[src/rtl/nor_seq_pkg.sv]
package nor_seq_pkg;

   typedef enum logic [3:0] {
      S_READ, S_UNL1, S_CMD, S_PROG, S_EU0, S_EU1, S_ECMD, S_ERASE, S_AUTO, S_CFI
   } seq_state_t;

   typedef enum logic [1:0] {
      MODE_ARRAY  = 2'd0,
      MODE_STATUS = 2'd1,
      MODE_ID     = 2'd2,
      MODE_CFI    = 2'd3
   } rd_mode_t;

   localparam logic [7:0] KEY_FIRST  = 8'hAA;
   localparam logic [7:0] KEY_SECOND = 8'h55;
   localparam logic [7:0] OP_PROG    = 8'hA0;
   localparam logic [7:0] OP_ERASE   = 8'h80;
   localparam logic [7:0] OP_IDENT   = 8'h90;
   localparam logic [7:0] OP_BYPASS  = 8'h20;
   localparam logic [7:0] OP_RESET   = 8'hF0;
   localparam logic [7:0] OP_QUERY   = 8'h98;
   localparam logic [7:0] OP_CHIP    = 8'h10;
   localparam logic [7:0] OP_SECT    = 8'h30;
   localparam logic [7:0] OP_BYP_END = 8'h00;

   localparam int unsigned IDX_KEY_A = 'h555;
   localparam int unsigned IDX_KEY_B = 'h2AA;
   localparam int unsigned IDX_QUERY = 'h055;

endpackage

[src/rtl/nor_idx_match.sv]
module nor_idx_match
   import nor_seq_pkg::*;
#(
   parameter int SECT_LOG2 = 16
) (
   input  logic [SECT_LOG2-1:0] sect_off,
   input  logic [1:0]           width_code,
   output logic                 hit_key_a,
   output logic                 hit_key_b,
   output logic                 hit_query
);

   localparam int NUM_WIDTHS = 3;

   logic [SECT_LOG2-1:0] idx_by_w [NUM_WIDTHS];
   logic [SECT_LOG2-1:0] idx;
   logic [1:0]           sel;

   for (genvar g = 0; g < NUM_WIDTHS; g++) begin : g_shift
      assign idx_by_w[g] = sect_off >> g;
   end

   assign sel = (width_code == 2'd3) ? 2'd2 : width_code;
   assign idx = idx_by_w[sel];

   assign hit_key_a = (idx == SECT_LOG2'(IDX_KEY_A));
   assign hit_key_b = (idx == SECT_LOG2'(IDX_KEY_B));
   assign hit_query = (idx == SECT_LOG2'(IDX_QUERY));

endmodule

[src/rtl/nor_seq_fsm.sv]
module nor_seq_fsm
   import nor_seq_pkg::*;
(
   input  logic       clk,
   input  logic       rst_n,
   input  logic       wr_en,
   input  logic [7:0] cmd,
   input  logic       hit_key_a,
   input  logic       hit_key_b,
   input  logic       hit_query,
   input  logic       erase_done,
   output logic       go_prog,
   output logic       go_chip,
   output logic       go_sect,
   output logic [1:0] rd_mode
);

   seq_state_t st, st_nxt;
   logic       byp, byp_nxt;
   logic       drop;

   always_comb begin
      st_nxt  = st;
      byp_nxt = byp;
      drop    = 1'b0;
      go_prog = 1'b0;
      go_chip = 1'b0;
      go_sect = 1'b0;
      if (st == S_ERASE) begin
         if (erase_done) st_nxt = byp ? S_CMD : S_READ;
      end else if (wr_en) begin
         if (cmd == OP_RESET && st != S_PROG) begin
            drop = 1'b1;
         end else begin
            case (st)
               S_READ: begin
                  if (hit_query && cmd == OP_QUERY)        st_nxt = S_CFI;
                  else if (hit_key_a && cmd == KEY_FIRST)  st_nxt = S_UNL1;
                  else                                     drop = 1'b1;
               end
               S_UNL1: begin
                  if (hit_key_b && cmd == KEY_SECOND) st_nxt = S_CMD;
                  else                                drop = 1'b1;
               end
               S_CMD: begin
                  if (!byp && !hit_key_a) begin
                     drop = 1'b1;
                  end else begin
                     case (cmd)
                        OP_BYPASS: byp_nxt = 1'b1;
                        OP_PROG:   st_nxt  = S_PROG;
                        OP_ERASE:  st_nxt  = S_EU0;
                        OP_IDENT:  st_nxt  = S_AUTO;
                        default:   drop    = 1'b1;
                     endcase
                  end
               end
               S_PROG: begin
                  go_prog = 1'b1;
                  st_nxt  = byp ? S_CMD : S_READ;
               end
               S_EU0: begin
                  if (hit_key_a && cmd == KEY_FIRST) st_nxt = S_EU1;
                  else                               drop = 1'b1;
               end
               S_EU1: begin
                  if (hit_key_b && cmd == KEY_SECOND) st_nxt = S_ECMD;
                  else                                drop = 1'b1;
               end
               S_ECMD: begin
                  if (cmd == OP_CHIP && hit_key_a) begin
                     go_chip = 1'b1;
                     st_nxt  = S_ERASE;
                  end else if (cmd == OP_SECT) begin
                     go_sect = 1'b1;
                     st_nxt  = S_ERASE;
                  end else begin
                     drop = 1'b1;
                  end
               end
               S_AUTO: begin
                  if (byp && cmd == OP_BYP_END)           drop = 1'b1;
                  else if (hit_query && cmd == OP_QUERY)  st_nxt = S_CFI;
                  else                                    drop = 1'b1;
               end
               default: drop = 1'b1;
            endcase
         end
         if (drop) begin
            st_nxt  = S_READ;
            byp_nxt = 1'b0;
         end
      end
   end

   always_ff @(posedge clk) begin
      if (!rst_n) begin
         st  <= S_READ;
         byp <= 1'b0;
      end else begin
         st  <= st_nxt;
         byp <= byp_nxt;
      end
   end

   always_comb begin
      case (st)
         S_ERASE: rd_mode = MODE_STATUS;
         S_AUTO:  rd_mode = MODE_ID;
         S_CFI:   rd_mode = MODE_CFI;
         default: rd_mode = MODE_ARRAY;
      endcase
   end

endmodule

[src/rtl/nor_strobe_reg.sv]
module nor_strobe_reg #(
   parameter int ADDR_W    = 20,
   parameter int DATA_W    = 32,
   parameter int SECT_LOG2 = 16
) (
   input  logic              clk,
   input  logic              rst_n,
   input  logic              go_prog,
   input  logic              go_chip,
   input  logic              go_sect,
   input  logic [ADDR_W-1:0] addr,
   input  logic [DATA_W-1:0] data,
   output logic              prog_stb,
   output logic [ADDR_W-1:0] prog_addr,
   output logic [DATA_W-1:0] prog_data,
   output logic              chip_erase_stb,
   output logic              sect_erase_stb,
   output logic [ADDR_W-1:0] sect_base
);

   localparam int HI_W = ADDR_W - SECT_LOG2;

   logic [ADDR_W-1:0] aligned;
   assign aligned = {addr[ADDR_W-1 -: HI_W], {SECT_LOG2{1'b0}}};

   always_ff @(posedge clk) begin
      if (!rst_n) begin
         prog_stb       <= 1'b0;
         chip_erase_stb <= 1'b0;
         sect_erase_stb <= 1'b0;
         prog_addr      <= '0;
         prog_data      <= '0;
         sect_base      <= '0;
      end else begin
         prog_stb       <= go_prog;
         chip_erase_stb <= go_chip;
         sect_erase_stb <= go_sect;
         if (go_prog) begin
            prog_addr <= addr;
            prog_data <= data;
         end
         if (go_sect) sect_base <= aligned;
         else if (go_chip) sect_base <= '0;
      end
   end

endmodule

[src/rtl/nor_cmd_seq.sv]
module nor_cmd_seq #(
   parameter int ADDR_W     = 20,
   parameter int DATA_W     = 32,
   parameter int SECT_BYTES = 65536,
   parameter int NUM_SECT   = 16
) (
   input  logic              clk,
   input  logic              rst_n,
   input  logic              wr_en,
   input  logic [ADDR_W-1:0] wr_addr,
   input  logic [DATA_W-1:0] wr_data,
   input  logic [1:0]        wr_width,
   input  logic              erase_done,
   output logic [1:0]        rd_mode,
   output logic              prog_stb,
   output logic [ADDR_W-1:0] prog_addr,
   output logic [DATA_W-1:0] prog_data,
   output logic              chip_erase_stb,
   output logic              sect_erase_stb,
   output logic [ADDR_W-1:0] sect_base
);

   localparam int SECT_LOG2 = $clog2(SECT_BYTES);
   localparam int SECT_BITS = $clog2(NUM_SECT);

   if ((SECT_BYTES & (SECT_BYTES - 1)) != 0) begin : g_bad_sect_size
      $error("SECT_BYTES must be a power of two");
   end
   if ((NUM_SECT & (NUM_SECT - 1)) != 0 || NUM_SECT < 2) begin : g_bad_sect_count
      $error("NUM_SECT must be a power of two of at least 2");
   end
   if (SECT_LOG2 + SECT_BITS != ADDR_W) begin : g_bad_addr_w
      $error("ADDR_W must cover exactly SECT_BYTES * NUM_SECT");
   end
   if (SECT_BYTES < 8192) begin : g_bad_key_reach
      $error("SECT_BYTES too small to hold keyed indices at 32-bit width");
   end
   if (DATA_W < 8 || DATA_W > 32) begin : g_bad_data_w
      $error("DATA_W must be 8..32");
   end

   logic hit_key_a, hit_key_b, hit_query;
   logic go_prog, go_chip, go_sect;

   nor_idx_match #(.SECT_LOG2(SECT_LOG2)) u_match (
      .sect_off   (wr_addr[SECT_LOG2-1:0]),
      .width_code (wr_width),
      .hit_key_a  (hit_key_a),
      .hit_key_b  (hit_key_b),
      .hit_query  (hit_query)
   );

   nor_seq_fsm u_fsm (
      .clk        (clk),
      .rst_n      (rst_n),
      .wr_en      (wr_en),
      .cmd        (wr_data[7:0]),
      .hit_key_a  (hit_key_a),
      .hit_key_b  (hit_key_b),
      .hit_query  (hit_query),
      .erase_done (erase_done),
      .go_prog    (go_prog),
      .go_chip    (go_chip),
      .go_sect    (go_sect),
      .rd_mode    (rd_mode)
   );

   nor_strobe_reg #(
      .ADDR_W    (ADDR_W),
      .DATA_W    (DATA_W),
      .SECT_LOG2 (SECT_LOG2)
   ) u_out (
      .clk            (clk),
      .rst_n          (rst_n),
      .go_prog        (go_prog),
      .go_chip        (go_chip),
      .go_sect        (go_sect),
      .addr           (wr_addr),
      .data           (wr_data),
      .prog_stb       (prog_stb),
      .prog_addr      (prog_addr),
      .prog_data      (prog_data),
      .chip_erase_stb (chip_erase_stb),
      .sect_erase_stb (sect_erase_stb),
      .sect_base      (sect_base)
   );

endmodule

[config.mk]
export PLATFORM = sky130hd
export DESIGN_NAME = nor_cmd_seq
export DESIGN_NICKNAME = d
export VERILOG_FILES = /design/src/rtl/nor_seq_pkg.sv /design/src/rtl/nor_idx_match.sv /design/src/rtl/nor_seq_fsm.sv /design/src/rtl/nor_strobe_reg.sv /design/src/rtl/nor_cmd_seq.sv
export SDC_FILE = /design/constraint.sdc
export NUM_CORES = 1
export LEC_CHECK = 0
export BUFFER_PORTS_ARGS = -buffer_cell sky130_fd_sc_hd__buf_2
export CORE_MARGIN = 1.5
export CORE_UTILIZATION = 50
export CTS_BUF_LIST = sky130_fd_sc_hd__clkbuf_8 sky130_fd_sc_hd__clkbuf_16
export DETAILED_ROUTE_END_ITERATION = 8
export PLACE_DENSITY = 0.82
export SYNTH_ARGS = -nofsm -noshare
export SYNTH_HDL_FRONTEND = slang
export SYNTH_HIERARCHICAL = 1
export SYNTH_SLANG_ARGS = --single-unit
[constraint.sdc]
create_clock -name clk -period 7.4 [get_ports clk]
set_input_delay 0.37 -clock clk [delete_from_list [all_inputs] [get_ports clk]]
set_output_delay 0.37 -clock clk [all_outputs]
set_load 0.1 [all_outputs]
==> out/results.txt <==
Post_cts resized = 0
#FFs+latches synth = 64
Synth area leaders = dfxtp_1, mux2i_1, nor2b_1
Post-synthesis cell count = 359
Combinational power share = 12.0%
Final slew viol count = 0
Final Cycle Share = 40.6%
Antenna fix cells = 0
Sequential fraction of design power = 44.8%
Crit-path cells = buf_2, and4bb_1, a211oi_1, nor4_1, nand3_1, nor4b_2, o21ai_0, o41ai_2, o2111ai_1, a211oi_2, a21oi_2, a221oi_2
Ys async rst share = 0%
# H-tree levels = 3
Slew @ Worst Pin = 1010 ps
Final setup fails = 0
Root buffer cell = clkbuf_8
Clk pin slew, worst setup/hold paths = 70 ps
Area delta synth->final = 19.8%
Mean post-synth cell area = 9.49 um^2
Top-area cell type share of the netlist area = 37.6%
Seq/Total Area, Yosys = 37.6%
Vias in the first global route = 2799
Core area = 6460 um^2
Avg WL per Cell = 14.1 um
Via count = 2959
Port Buffers = 118
Clk buf depth = 2
Area used by multi-input combinational logic = 1850 um^2
Fin. Hold Viols = 0
Hold_ws = 290 ps
# fillers = 553
Max stage delay on crit path = 480 ps
Antenna-violating nets left = 0
Critical Path AT = 3250 ps
Clk_skew = 3.89 ps
Internal power = 0.567 mW
Worst setup SP type = input pin
Synthesis Warnings = 6
Post-synth EDFFs = 0
Req. time, crit path = 7650 ps
Die Wd = 85.5 um
Max IR drop VDD = 123 uV
CP delay by family, top = compound AO/OA/AOI/OAI gates
Top-level I/O count = 135
Hold Crit Class = input pin to flop
Max Cap Violations = 0
Min cycle time layout = 3000 ps
Worst path slowest cell = nor4b_2
Post-CTS Setup Inserts = 0
DRC = 10
Congestion Overflow GR = 0
Post-Route WL = 7.74 mm
Post-Syn Area = 3410 um^2
Switching share of power = 26.5%
Post-synth top cells = dfxtp_1, mux2i_1, nor2b_1
CTS tree = done
Total area of sequential cells = 1280 um^2
1st-pass router iterations = 7
1st-iter DRT viols = 182
CP Max Fanout = 19
CTS hold repair buffers = 0
Most frequent cell after synthesis = dfxtp_1
GP Congestion = 0.917
Initial antenna violation count = 0
CTS buffer count = 9
Leak = 1.65 nW
Layout net count = 524
WP buf/inv = 1
Post-DP HPWL = 5.56 mm
PwrDens = 189 nW/um^2
Setup TNS = 0 ps
Clock power frac = 43.2%
CTS Sinks = 64
Initial Util = 52.8%
Synth unique cells = 58
CP Capture Type = flop
Unrepaired setup endpoints after global routing = no
First-pass GRT wire length = 12.6 mm
Row count = 29
Tot GR Track Use = 21.3%
Top cell type by total area after synthesis = dfxtp_1
Rel. slew slack = 31.7%
Critical path class = input pin to flop
Die Ht = 85.5 um
Sw Pwr = 0.205 mW
Latest clock arrival within the worst-skew pair = 340 ps
Synth Flop Type = dfxtp_1
Fmax = 333 MHz
Die Footprint = 7320 um^2
Outcome = complete, but fails checks
Share of cells above drive strength 1 = 31.0%
Violated checks = design-rule violations
Pin count of the biggest net entering global routing = 66
Vias per cell = 5.40
## worst min-delay path, cell delays in order
cell and delay (ps):
buf_2 70, mux2i_1 60, nor2b_1 90
## final timing paths
kind                                                        from                               end  slack [ps]  depth (start not counted)
worst max-delay path                                 wr_width[1]          u_fsm/st[1]$_SDFFE_PN0P_        4400                         12
worst min register to register  u_out/sect_base[17]$_SDFFE_PN0P_  u_out/sect_base[17]$_SDFFE_PN0P_         480                          2
worst max register to register          u_fsm/st[0]$_SDFFE_PN0P_   u_out/prog_data[6]$_SDFFE_PN0P_        4650                          5
worst min-delay path                                 wr_data[31]  u_out/prog_data[31]$_SDFFE_PN0P_         290                          3
## layout by cell type, fill, tap and decap left out, types with 3 or more instances in the layout
| master | netlist | routed |
|---|---|---|
| o21ai_0 | 8 | 8 |
| nand4b_1 | 4 | 4 |
| o21ai_1 | 7 | 7 |
| a211oi_1 | 3 | 3 |
| inv_1 | 8 | 9 |
| a21oi_1 | 6 | 6 |
| dfxtp_1 | 64 | 64 |
| nand3_1 | 9 | 9 |
| nor3_1 | 9 | 9 |
| and2_1 | 5 | 4 |
| nor2_1 | 12 | 12 |
| nor4_1 | 4 | 4 |
| o21a_1 | 3 | 3 |
| nand2b_1 | 8 | 8 |
| conb_1 | 1 | 16 |
| clkbuf_8 | 0 | 10 |
| nor2b_1 | 54 | 54 |
| o311ai_0 | 3 | 3 |
| nand2_1 | 15 | 15 |
| mux2i_1 | 57 | 57 |
| buf_2 | 4 | 118 |
## per-stage QoR
stage                     util (%)  area (um^2)  total power, mW  cells  setup slack, ps
final                         63.2         4080            0.772    548             4400
after global routing          63.2         4080            0.800    548             4150
after CTS                     63.2         4080            0.778    548             4480
after detailed placement      59.8         3860            0.445    532             4130
after global placement        59.8         3860            0.445    532             4210
after floorplan                  -         3460            0.426    374             3260
## cell type report
| class | instances | share of cell area [%] |
|---|---|---|
| multi-input cells | 264 | 45.4 |
| flip-flops and latches | 64 | 31.4 |
| repair buffers | 119 | 14.7 |
| clock buffers | 10 | 3.37 |
| well taps | 77 | 2.36 |
| clock inverters | 6 | 2.05 |
| inverters | 8 | 0.736 |
## cells by family after synthesis
family,Yosys count,synth area share [%]
compound gates,50,10.5
buf+inv,46,9.66
flops,64,37.6
mux,58,17.1
other cells,1,0.110
simple gates,140,25.0
## metal layers
| layer | track usage, % | vias up | share of wire [%] |
|---|---|---|---|
| li1 | - | 1457 | - |
| met1 | 27.1 | 1356 | 44 |
| met2 | 34.2 | 140 | 47 |
| met3 | 6.83 | 6 | 8.6 |
| met4 | 7.33 | 0 | 1.0 |
| met5 | 0 | - | 0 |
## power groups by stage
stage               clock network [mW]  logic [mW]  registers [mW]
global route                     0.355      0.0987           0.346
CTS                              0.341      0.0918           0.346
finish                           0.334      0.0924           0.346
detailed placement                   0      0.0915           0.354
floorplan                            0      0.0729           0.353
global placement                     0      0.0909           0.354
## registers in the layout (all words and copies together), names as in the netlist
register	cells
u_fsm/byp	1
u_fsm/st	4
u_out/chip_erase_stb	1
u_out/prog_addr	20
u_out/prog_data	32
u_out/prog_stb	1
u_out/sect_base	4
u_out/sect_erase_stb	1
(Power assumes the default switching activity.)
